`src/rtl/dbg_mbx_pkg.sv`:
```
package dbg_mbx_pkg;

    // byte offsets decoded by the mailbox
    localparam int unsigned OFS_PARKED  = 32'h100;
    localparam int unsigned OFS_ACCEPT  = 32'h104;
    localparam int unsigned OFS_LEAVING = 32'h108;
    localparam int unsigned OFS_FAULT   = 32'h10C;
    localparam int unsigned OFS_FLAGS   = 32'h400;
    localparam int unsigned FLAG_SPAN   = 32'h400;

    // bit positions inside one hart's flag byte
    localparam int unsigned FLAG_BIT_CMD = 0;
    localparam int unsigned FLAG_BIT_REL = 1;

    typedef enum logic [1:0] {
        GS_IDLE    = 2'd0,
        GS_ARMED   = 2'd1,
        GS_RUNNING = 2'd2
    } go_state_e;

    typedef enum logic [2:0] {
        OP_NONE    = 3'd0,
        OP_PARKED  = 3'd1,
        OP_ACCEPT  = 3'd2,
        OP_LEAVING = 3'd3,
        OP_FAULT   = 3'd4,
        OP_READ    = 3'd5
    } bus_op_e;

endpackage

```
`src/rtl/dbg_mbx_decode.sv`:
```
module dbg_mbx_decode
    import dbg_mbx_pkg::*;
#(
    parameter int NHARTS = 4,
    parameter int ADDR_W = 12,
    parameter int DATA_W = 32,
    localparam int IDX_W = (NHARTS > 1) ? $clog2(NHARTS) : 1
) (
    input  logic              bus_valid,
    input  logic              bus_write,
    input  logic [ADDR_W-1:0] bus_addr,
    input  logic [DATA_W-1:0] bus_wdata,
    output bus_op_e           op,
    output logic [IDX_W-1:0]  wr_id,
    output logic              wr_id_ok,
    output logic              rd_flag_hit,
    output logic [IDX_W-1:0]  rd_idx
);

    logic [31:0] addr_ext;
    logic [31:0] flag_rel;

    assign addr_ext = 32'(bus_addr);
    assign flag_rel = addr_ext - OFS_FLAGS;

    // hart index carried in the write data
    assign wr_id    = bus_wdata[IDX_W-1:0];
    assign wr_id_ok = (bus_wdata < DATA_W'(NHARTS));

    // flag window: only bytes of harts that exist are hits
    assign rd_flag_hit = (addr_ext >= OFS_FLAGS) &&
                         (flag_rel < FLAG_SPAN) &&
                         (flag_rel < 32'(NHARTS));
    assign rd_idx      = flag_rel[IDX_W-1:0];

    always_comb begin
        op = OP_NONE;
        if (bus_valid) begin
            if (!bus_write) begin
                op = OP_READ;
            end else begin
                case (addr_ext)
                    OFS_PARKED:  op = OP_PARKED;
                    OFS_ACCEPT:  op = OP_ACCEPT;
                    OFS_LEAVING: op = OP_LEAVING;
                    OFS_FAULT:   op = OP_FAULT;
                    default:     op = OP_NONE;
                endcase
            end
        end
    end

endmodule

```
`src/rtl/dbg_mbx_go_fsm.sv`:
```
module dbg_mbx_go_fsm
    import dbg_mbx_pkg::*;
#(
    parameter int NHARTS = 4,
    localparam int IDX_W = (NHARTS > 1) ? $clog2(NHARTS) : 1
) (
    input  logic              clk,
    input  logic              rst,
    input  logic              go_req,
    input  logic [IDX_W-1:0]  go_hart,
    input  bus_op_e           op,
    input  logic [IDX_W-1:0]  wr_id,
    input  logic              wr_id_ok,
    output logic [NHARTS-1:0] go_vec,
    output logic              busy
);

    go_state_e        state_q;
    go_state_e        state_d;
    logic [IDX_W-1:0] tgt_q;
    logic             arm;
    logic             tgt_parked;

    assign arm        = go_req && (32'(go_hart) < 32'(NHARTS));
    assign tgt_parked = (op == OP_PARKED) && wr_id_ok && (wr_id == tgt_q);

    // state register
    always_ff @(posedge clk) begin
        if (rst) begin
            state_q <= GS_IDLE;
            tgt_q   <= '0;
        end else begin
            state_q <= state_d;
            if (state_q == GS_IDLE && arm) begin
                tgt_q <= go_hart;
            end
        end
    end

    // transitions ARM, ACK, DONE, FAULT
    always_comb begin
        state_d = state_q;
        unique case (state_q)
            GS_IDLE: begin
                if (arm) state_d = GS_ARMED;
            end
            GS_ARMED: begin
                if (op == OP_ACCEPT) state_d = GS_RUNNING;
            end
            GS_RUNNING: begin
                if (tgt_parked)          state_d = GS_IDLE;
                else if (op == OP_FAULT) state_d = GS_IDLE;
            end
            default: state_d = GS_IDLE;
        endcase
    end

    // outputs
    always_comb begin
        busy = (state_q != GS_IDLE);
    end

    for (genvar h = 0; h < NHARTS; h++) begin : g_go
        assign go_vec[h] = (state_q == GS_ARMED) && (tgt_q == IDX_W'(h));
    end

endmodule

```
`src/rtl/dbg_mbx_hart_state.sv`:
```
module dbg_mbx_hart_state
    import dbg_mbx_pkg::*;
#(
    parameter int NHARTS = 4,
    localparam int IDX_W = (NHARTS > 1) ? $clog2(NHARTS) : 1
) (
    input  logic              clk,
    input  logic              rst,
    input  bus_op_e           op,
    input  logic [IDX_W-1:0]  wr_id,
    input  logic              wr_id_ok,
    input  logic              rel_req,
    input  logic [NHARTS-1:0] rel_mask,
    input  logic              exc_clear,
    output logic [NHARTS-1:0] halted,
    output logic [NHARTS-1:0] rel_vec,
    output logic              exc_flag
);

    for (genvar h = 0; h < NHARTS; h++) begin : g_hart
        logic hit;
        logic halted_q;
        logic rel_q;

        assign hit = wr_id_ok && (wr_id == IDX_W'(h));

        always_ff @(posedge clk) begin
            if (rst) begin
                halted_q <= 1'b0;
                rel_q    <= 1'b0;
            end else begin
                if (op == OP_PARKED && hit)       halted_q <= 1'b1;
                else if (op == OP_LEAVING && hit) halted_q <= 1'b0;

                // a new release request outranks an acknowledge
                if (rel_req && rel_mask[h])       rel_q <= 1'b1;
                else if ((op == OP_PARKED || op == OP_LEAVING) && hit)
                                                  rel_q <= 1'b0;
            end
        end

        assign halted[h]  = halted_q;
        assign rel_vec[h] = rel_q;
    end

    always_ff @(posedge clk) begin
        if (rst)                  exc_flag <= 1'b0;
        else if (op == OP_FAULT)  exc_flag <= 1'b1;
        else if (exc_clear)       exc_flag <= 1'b0;
    end

endmodule

```
`src/rtl/dbg_mbx_rdport.sv`:
```
module dbg_mbx_rdport
    import dbg_mbx_pkg::*;
#(
    parameter int NHARTS = 4,
    parameter int DATA_W = 32,
    localparam int IDX_W = (NHARTS > 1) ? $clog2(NHARTS) : 1
) (
    input  logic              clk,
    input  logic              rst,
    input  bus_op_e           op,
    input  logic              rd_flag_hit,
    input  logic [IDX_W-1:0]  rd_idx,
    input  logic [NHARTS-1:0] go_vec,
    input  logic [NHARTS-1:0] rel_vec,
    output logic              rvalid,
    output logic [DATA_W-1:0] rdata
);

    logic [7:0] flag_byte;

    always_comb begin
        flag_byte = '0;
        if (rd_flag_hit) begin
            flag_byte[FLAG_BIT_CMD] = go_vec[rd_idx];
            flag_byte[FLAG_BIT_REL] = rel_vec[rd_idx];
        end
    end

    always_ff @(posedge clk) begin
        if (rst) begin
            rvalid <= 1'b0;
            rdata  <= '0;
        end else begin
            rvalid <= (op == OP_READ);
            rdata  <= (op == OP_READ) ? DATA_W'(flag_byte) : '0;
        end
    end

endmodule

```
`src/rtl/dbg_hart_mailbox.sv`:
```
module dbg_hart_mailbox
    import dbg_mbx_pkg::*;
#(
    parameter int NHARTS = 4,
    parameter int ADDR_W = 12,
    parameter int DATA_W = 32,
    localparam int IDX_W = (NHARTS > 1) ? $clog2(NHARTS) : 1
) (
    input  logic              clk,
    input  logic              rst,
    input  logic              bus_valid,
    input  logic              bus_write,
    input  logic [ADDR_W-1:0] bus_addr,
    input  logic [DATA_W-1:0] bus_wdata,
    output logic              bus_rvalid,
    output logic [DATA_W-1:0] bus_rdata,
    input  logic              dbg_go_req,
    input  logic [IDX_W-1:0]  dbg_go_hart,
    input  logic              dbg_resume_req,
    input  logic [NHARTS-1:0] dbg_resume_mask,
    input  logic              dbg_exc_clear,
    output logic [NHARTS-1:0] hart_halted,
    output logic              cmd_busy,
    output logic              exc_seen
);

    bus_op_e           op;
    logic [IDX_W-1:0]  wr_id;
    logic              wr_id_ok;
    logic              rd_flag_hit;
    logic [IDX_W-1:0]  rd_idx;
    logic [NHARTS-1:0] go_flags;
    logic [NHARTS-1:0] rel_flags;

    dbg_mbx_decode #(
        .NHARTS(NHARTS), .ADDR_W(ADDR_W), .DATA_W(DATA_W)
    ) u_decode (
        .bus_valid   (bus_valid),
        .bus_write   (bus_write),
        .bus_addr    (bus_addr),
        .bus_wdata   (bus_wdata),
        .op          (op),
        .wr_id       (wr_id),
        .wr_id_ok    (wr_id_ok),
        .rd_flag_hit (rd_flag_hit),
        .rd_idx      (rd_idx)
    );

    dbg_mbx_go_fsm #(
        .NHARTS(NHARTS)
    ) u_go_fsm (
        .clk      (clk),
        .rst      (rst),
        .go_req   (dbg_go_req),
        .go_hart  (dbg_go_hart),
        .op       (op),
        .wr_id    (wr_id),
        .wr_id_ok (wr_id_ok),
        .go_vec   (go_flags),
        .busy     (cmd_busy)
    );

    dbg_mbx_hart_state #(
        .NHARTS(NHARTS)
    ) u_hart_state (
        .clk       (clk),
        .rst       (rst),
        .op        (op),
        .wr_id     (wr_id),
        .wr_id_ok  (wr_id_ok),
        .rel_req   (dbg_resume_req),
        .rel_mask  (dbg_resume_mask),
        .exc_clear (dbg_exc_clear),
        .halted    (hart_halted),
        .rel_vec   (rel_flags),
        .exc_flag  (exc_seen)
    );

    dbg_mbx_rdport #(
        .NHARTS(NHARTS), .DATA_W(DATA_W)
    ) u_rdport (
        .clk         (clk),
        .rst         (rst),
        .op          (op),
        .rd_flag_hit (rd_flag_hit),
        .rd_idx      (rd_idx),
        .go_vec      (go_flags),
        .rel_vec     (rel_flags),
        .rvalid      (bus_rvalid),
        .rdata       (bus_rdata)
    );

endmodule

```
`config.mk`:
```
export PLATFORM = sky130hd
export DESIGN_NAME = dbg_hart_mailbox
export DESIGN_NICKNAME = d
export VERILOG_FILES = /design/src/rtl/dbg_mbx_pkg.sv /design/src/rtl/dbg_mbx_decode.sv /design/src/rtl/dbg_mbx_go_fsm.sv /design/src/rtl/dbg_mbx_hart_state.sv /design/src/rtl/dbg_mbx_rdport.sv /design/src/rtl/dbg_hart_mailbox.sv
export SDC_FILE = /design/constraint.sdc
export NUM_CORES = 1
export LEC_CHECK = 0
export CORE_MARGIN = 2
export CORE_UTILIZATION = 34
export DETAILED_ROUTE_END_ITERATION = 12
export PLACE_DENSITY_LB_ADDON = 0.3
export SYNTH_ARGS = -nofsm -noshare
export SYNTH_HDL_FRONTEND = slang
export SYNTH_SLANG_ARGS = --single-unit
```
`constraint.sdc`:
```
create_clock -name clk -period 6.4 [get_ports clk]
set_clock_uncertainty 0.15 [all_clocks]
set_input_delay 1.6 -clock clk [delete_from_list [all_inputs] [get_ports clk]]
set_output_delay 1.6 -clock clk [all_outputs]
set_load 0.02 [all_outputs]
```
==> summary.md <==
| Metric | Value |
|---|---|
| Status | `finished clean` |
| Post-route cell area | `~1700 um^2` |
| Cell count of the worst hold path | `1` |
| Fillcell total | `slightly above 300` |
| Via count | `between 1k and 1.5k` |
| Total leakage power | `roughly 0.67 nW` |
| Reg clk slew, reported paths | `approximately 0.090 ns` |
| CTS root buf | `clkbuf_4` |
| Synth top cells by count | `buf_4, dfxtp_1, nand2_1, nor4_1, nor2_1` |
| Startpoint Class | `input pin` |
| Synth Instances | `about 120` |
| CTS buffer count | `3` |
| WHS | `approximately 0.33 ns` |
| Setup Viol. Count Final | `0` |
| Netlist Area Pre-Place | `roughly 1100 um^2` |
| Crit-path max FO | `6` |
| Core area | `3080 um^2` |
| WL per Instance | `approximately 12 um` |
| Worst path required time | `between 6 and 7 ns` |
| DPL Wire Length | `between 2 and 2.5 mm` |
| Finished Layout Cells | `roughly 230` |
| Global-route wire length before repair | `3.75 mm` |
| PD cells | `between 100 and 150 nW/um^2` |
| Power, Total | `~0.25 mW` |
| Worst R2R Start | `u_go_fsm.state_q[0]` |
| Min-Delay Path Class | `reg -> reg` |
| Antenna cells | `0` |
| IO Pins | `between 90 and 100` |
| Comb pwr share | `0.297` |
| Yosys top cell area share | `0.291` |
| Share of cells above drive strength 1 | `0.0695` |
| CTS tree | `done` |
| Critical Path AT | `around 3.8 ns` |
| Fmax | `263 MHz` |
| Final Wtd Congestion | `between 0.8 and 0.9` |
| Cells on worst reg2reg path | `4` |
| Nets@finish | `245` |
| Final setup TNS | `0 ns` |
| Gr ovfl total | `0` |
| DP Cell Count | `between 200 and 250` |
| Final Hold Viols | `0` |
| Bufs on Longest Clock Path | `2` |
| WHS Endpoint | `u_rdport.rdata[0]` |
| Warning count from the yosys run | `0` |
| Largest net degree at the start of global routing | `10` |
| Pint | `between 0.15 and 0.2 mW` |
| Top-count cell post-synth | `buf_4` |
| RSZ-0062 raised after global routing | `false` |
| Die W | `just over 60 um` |
| Total area of sequential cells | `320 um^2` |
| Die footprint | `3710 um^2` |
| Fraction of the yosys area taken by sequential cells | `0.291` |
| Final WL | `2.70 mm` |
| Period utilization | `0.593` |
| Reg power frac | `0.429` |
| Setup Fix Bufs, Post-CTS | `0` |
| Cell variety after synth | `29` |
| DRT antenna net count | `0` |
| Syn-to-layout area delta | `53.7%` |
| Synth area leaders | `dfxtp_1, buf_4, mux2i_1` |
| Syn Area/Cell | `8.89 um^2` |
| Critical path type | `in -> reg` |
| DRT Pass-1 Iters | `4` |
| Sw power | `a little under 0.07 mW` |
| Flop2flop setup slack | `roughly 5 ns` |
| Post-synth top flop | `dfxtp_1` |
| # hold bufs at CTS | `0` |
| Post-synthesis register bit count | `16` |
| Worst vdd ir | `0.0752 mV` |
| Clk network pwr share | `0.274` |
| HP Start | `u_go_fsm.state_q[1]` |
| Worst reg2reg endpoint | `u_go_fsm.state_q[1]` |
| Fin crit period | `between 3 and 4 ns` |
| Sw Share | `0.278` |
| Port Buffers | `65` |
| DR vias/cell | `4.41` |
| Vias in the first global route | `approximately 970` |
| H-tree depth | `1` |
| Yosys top cell by area | `dfxtp_1` |
| Initial drt markers | `12` |
| All-layer global routing usage | `0.137` |
| Resized Gates After CTS | `0` |
| Clock Latency Late Sink | `0.29 ns` |
| Fin. max-slew vios | `0` |
| CP Capture Type | `flop` |
| Initial antenna violation count | `0` |
| Multi-input gate area | `around 610 um^2` |
| Row count | `20` |
| Drt drc | `0` |
| Max_cap viols | `0` |
| Dpl cell area | `roughly 1700 um^2` |
| Async set-or-reset flop fraction in the synthesized netlist | `0` |
| Die Span Y | `slightly above 60 um` |
| Num Clock Sinks | `16` |
| Number of synthesized flops with an enable pin | `0` |
| Initial Utilization | `0.358` |
-- final cells by class --
type | instances | share of cell area
Multi-Input combinational cell | 96 | 0.360
Inverter | 6 | 0.0133
Clock buffer | 4 | 0.0214
Tap cell | 44 | 0.0325
Sequential cell | 16 | 0.189
Timing Repair Buffer | 65 | 0.384
-- layout by cell type, fill, tap and decap left out, types with 2 or more instances in the layout --
cell type        count
clkdlybuf4s50_1     65
nor4_1               9
inv_1                5
clkbuf_4             3
nand4_1              3
conb_1              30
nor2b_1              4
nor4_2               2
dfxtp_1             16
nand2_1              9
or4_4                4
nor2_1               7
xnor2_1              5
mux2i_1              6
a21oi_1              2
a32o_1               3
-- flip-flops by register name (all words and copies together), names as in the netlist --
signal                        count
u_hart_state.g_hart.halted_q      4
u_hart_state.g_hart.rel_q         4
u_go_fsm.state_q                  2
u_go_fsm.tgt_q                    2
u_rdport.rdata                    2
u_hart_state.exc_flag             1
u_rdport.rvalid                   1
-- per-stage QoR --
stage | worst slack [ns] | utilization
final | 2.60 | 0.550
after global routing | 2.39 | 0.550
after CTS | 2.59 | 0.550
after detailed placement | 2.27 | 0.539
after global placement | 2.35 | 0.539
after floorplan | 2.92 | -
-- power groups by stage --
stage	Combinational, mW	Sequential, mW	Clock [mW]
global placement	0.0723	0.108	0
global route	0.0780	0.106	0.0739
finish	0.0731	0.106	0.0676
CTS	0.0733	0.106	0.0681
detailed placement	0.0730	0.108	0
floorplan	0.0454	0.107	0
-- kinds of logic after synthesis --
kind of cell	after synthesis	synth area share
AND/OR/NAND/NOR	45	0.277
buffers and inverters	41	0.255
flip-flops	16	0.291
AO/OA/AOI/OAI	9	0.0590
multiplexers	7	0.0749
XOR/XNOR	5	0.0397
other	1	0.00340
-- worst max-delay path, cell delays in order --
cell and delay, ns:
clkdlybuf4s50_1 0.40, nor4_1 0.40, nand4_1 0.29, nand4b_2 0.35, or4_4 0.53, a32o_1 0.27
-- metal layers --
layer,vias up,GRT usage,part of all wire,wire (um)
li1,501,-,-,-
met1,451,0.128,0.34,915
met2,62,0.284,0.53,1440
met3,5,0.0341,0.12,312
met4,0,0.0373,0.011,31
met5,-,0,0,0
-- worst max-delay path by stage --
stage,from,to,slack [ns]
3_5_place_dp,bus_addr[4],u_hart_state.g_hart[3].rel_q,2.27
2_1_floorplan,bus_wdata[21],u_hart_state.g_hart[3].rel_q,2.92
5_1_grt,bus_addr[4],u_hart_state.g_hart[3].rel_q,2.39
4_1_cts,bus_addr[5],u_hart_state.g_hart[3].rel_q,2.59
6_report,bus_addr[5],u_hart_state.g_hart[0].rel_q,2.60
3_3_place_gp,bus_addr[5],u_hart_state.g_hart[0].rel_q,2.35
No activity file was read; power rests on OpenSTA's default activity.
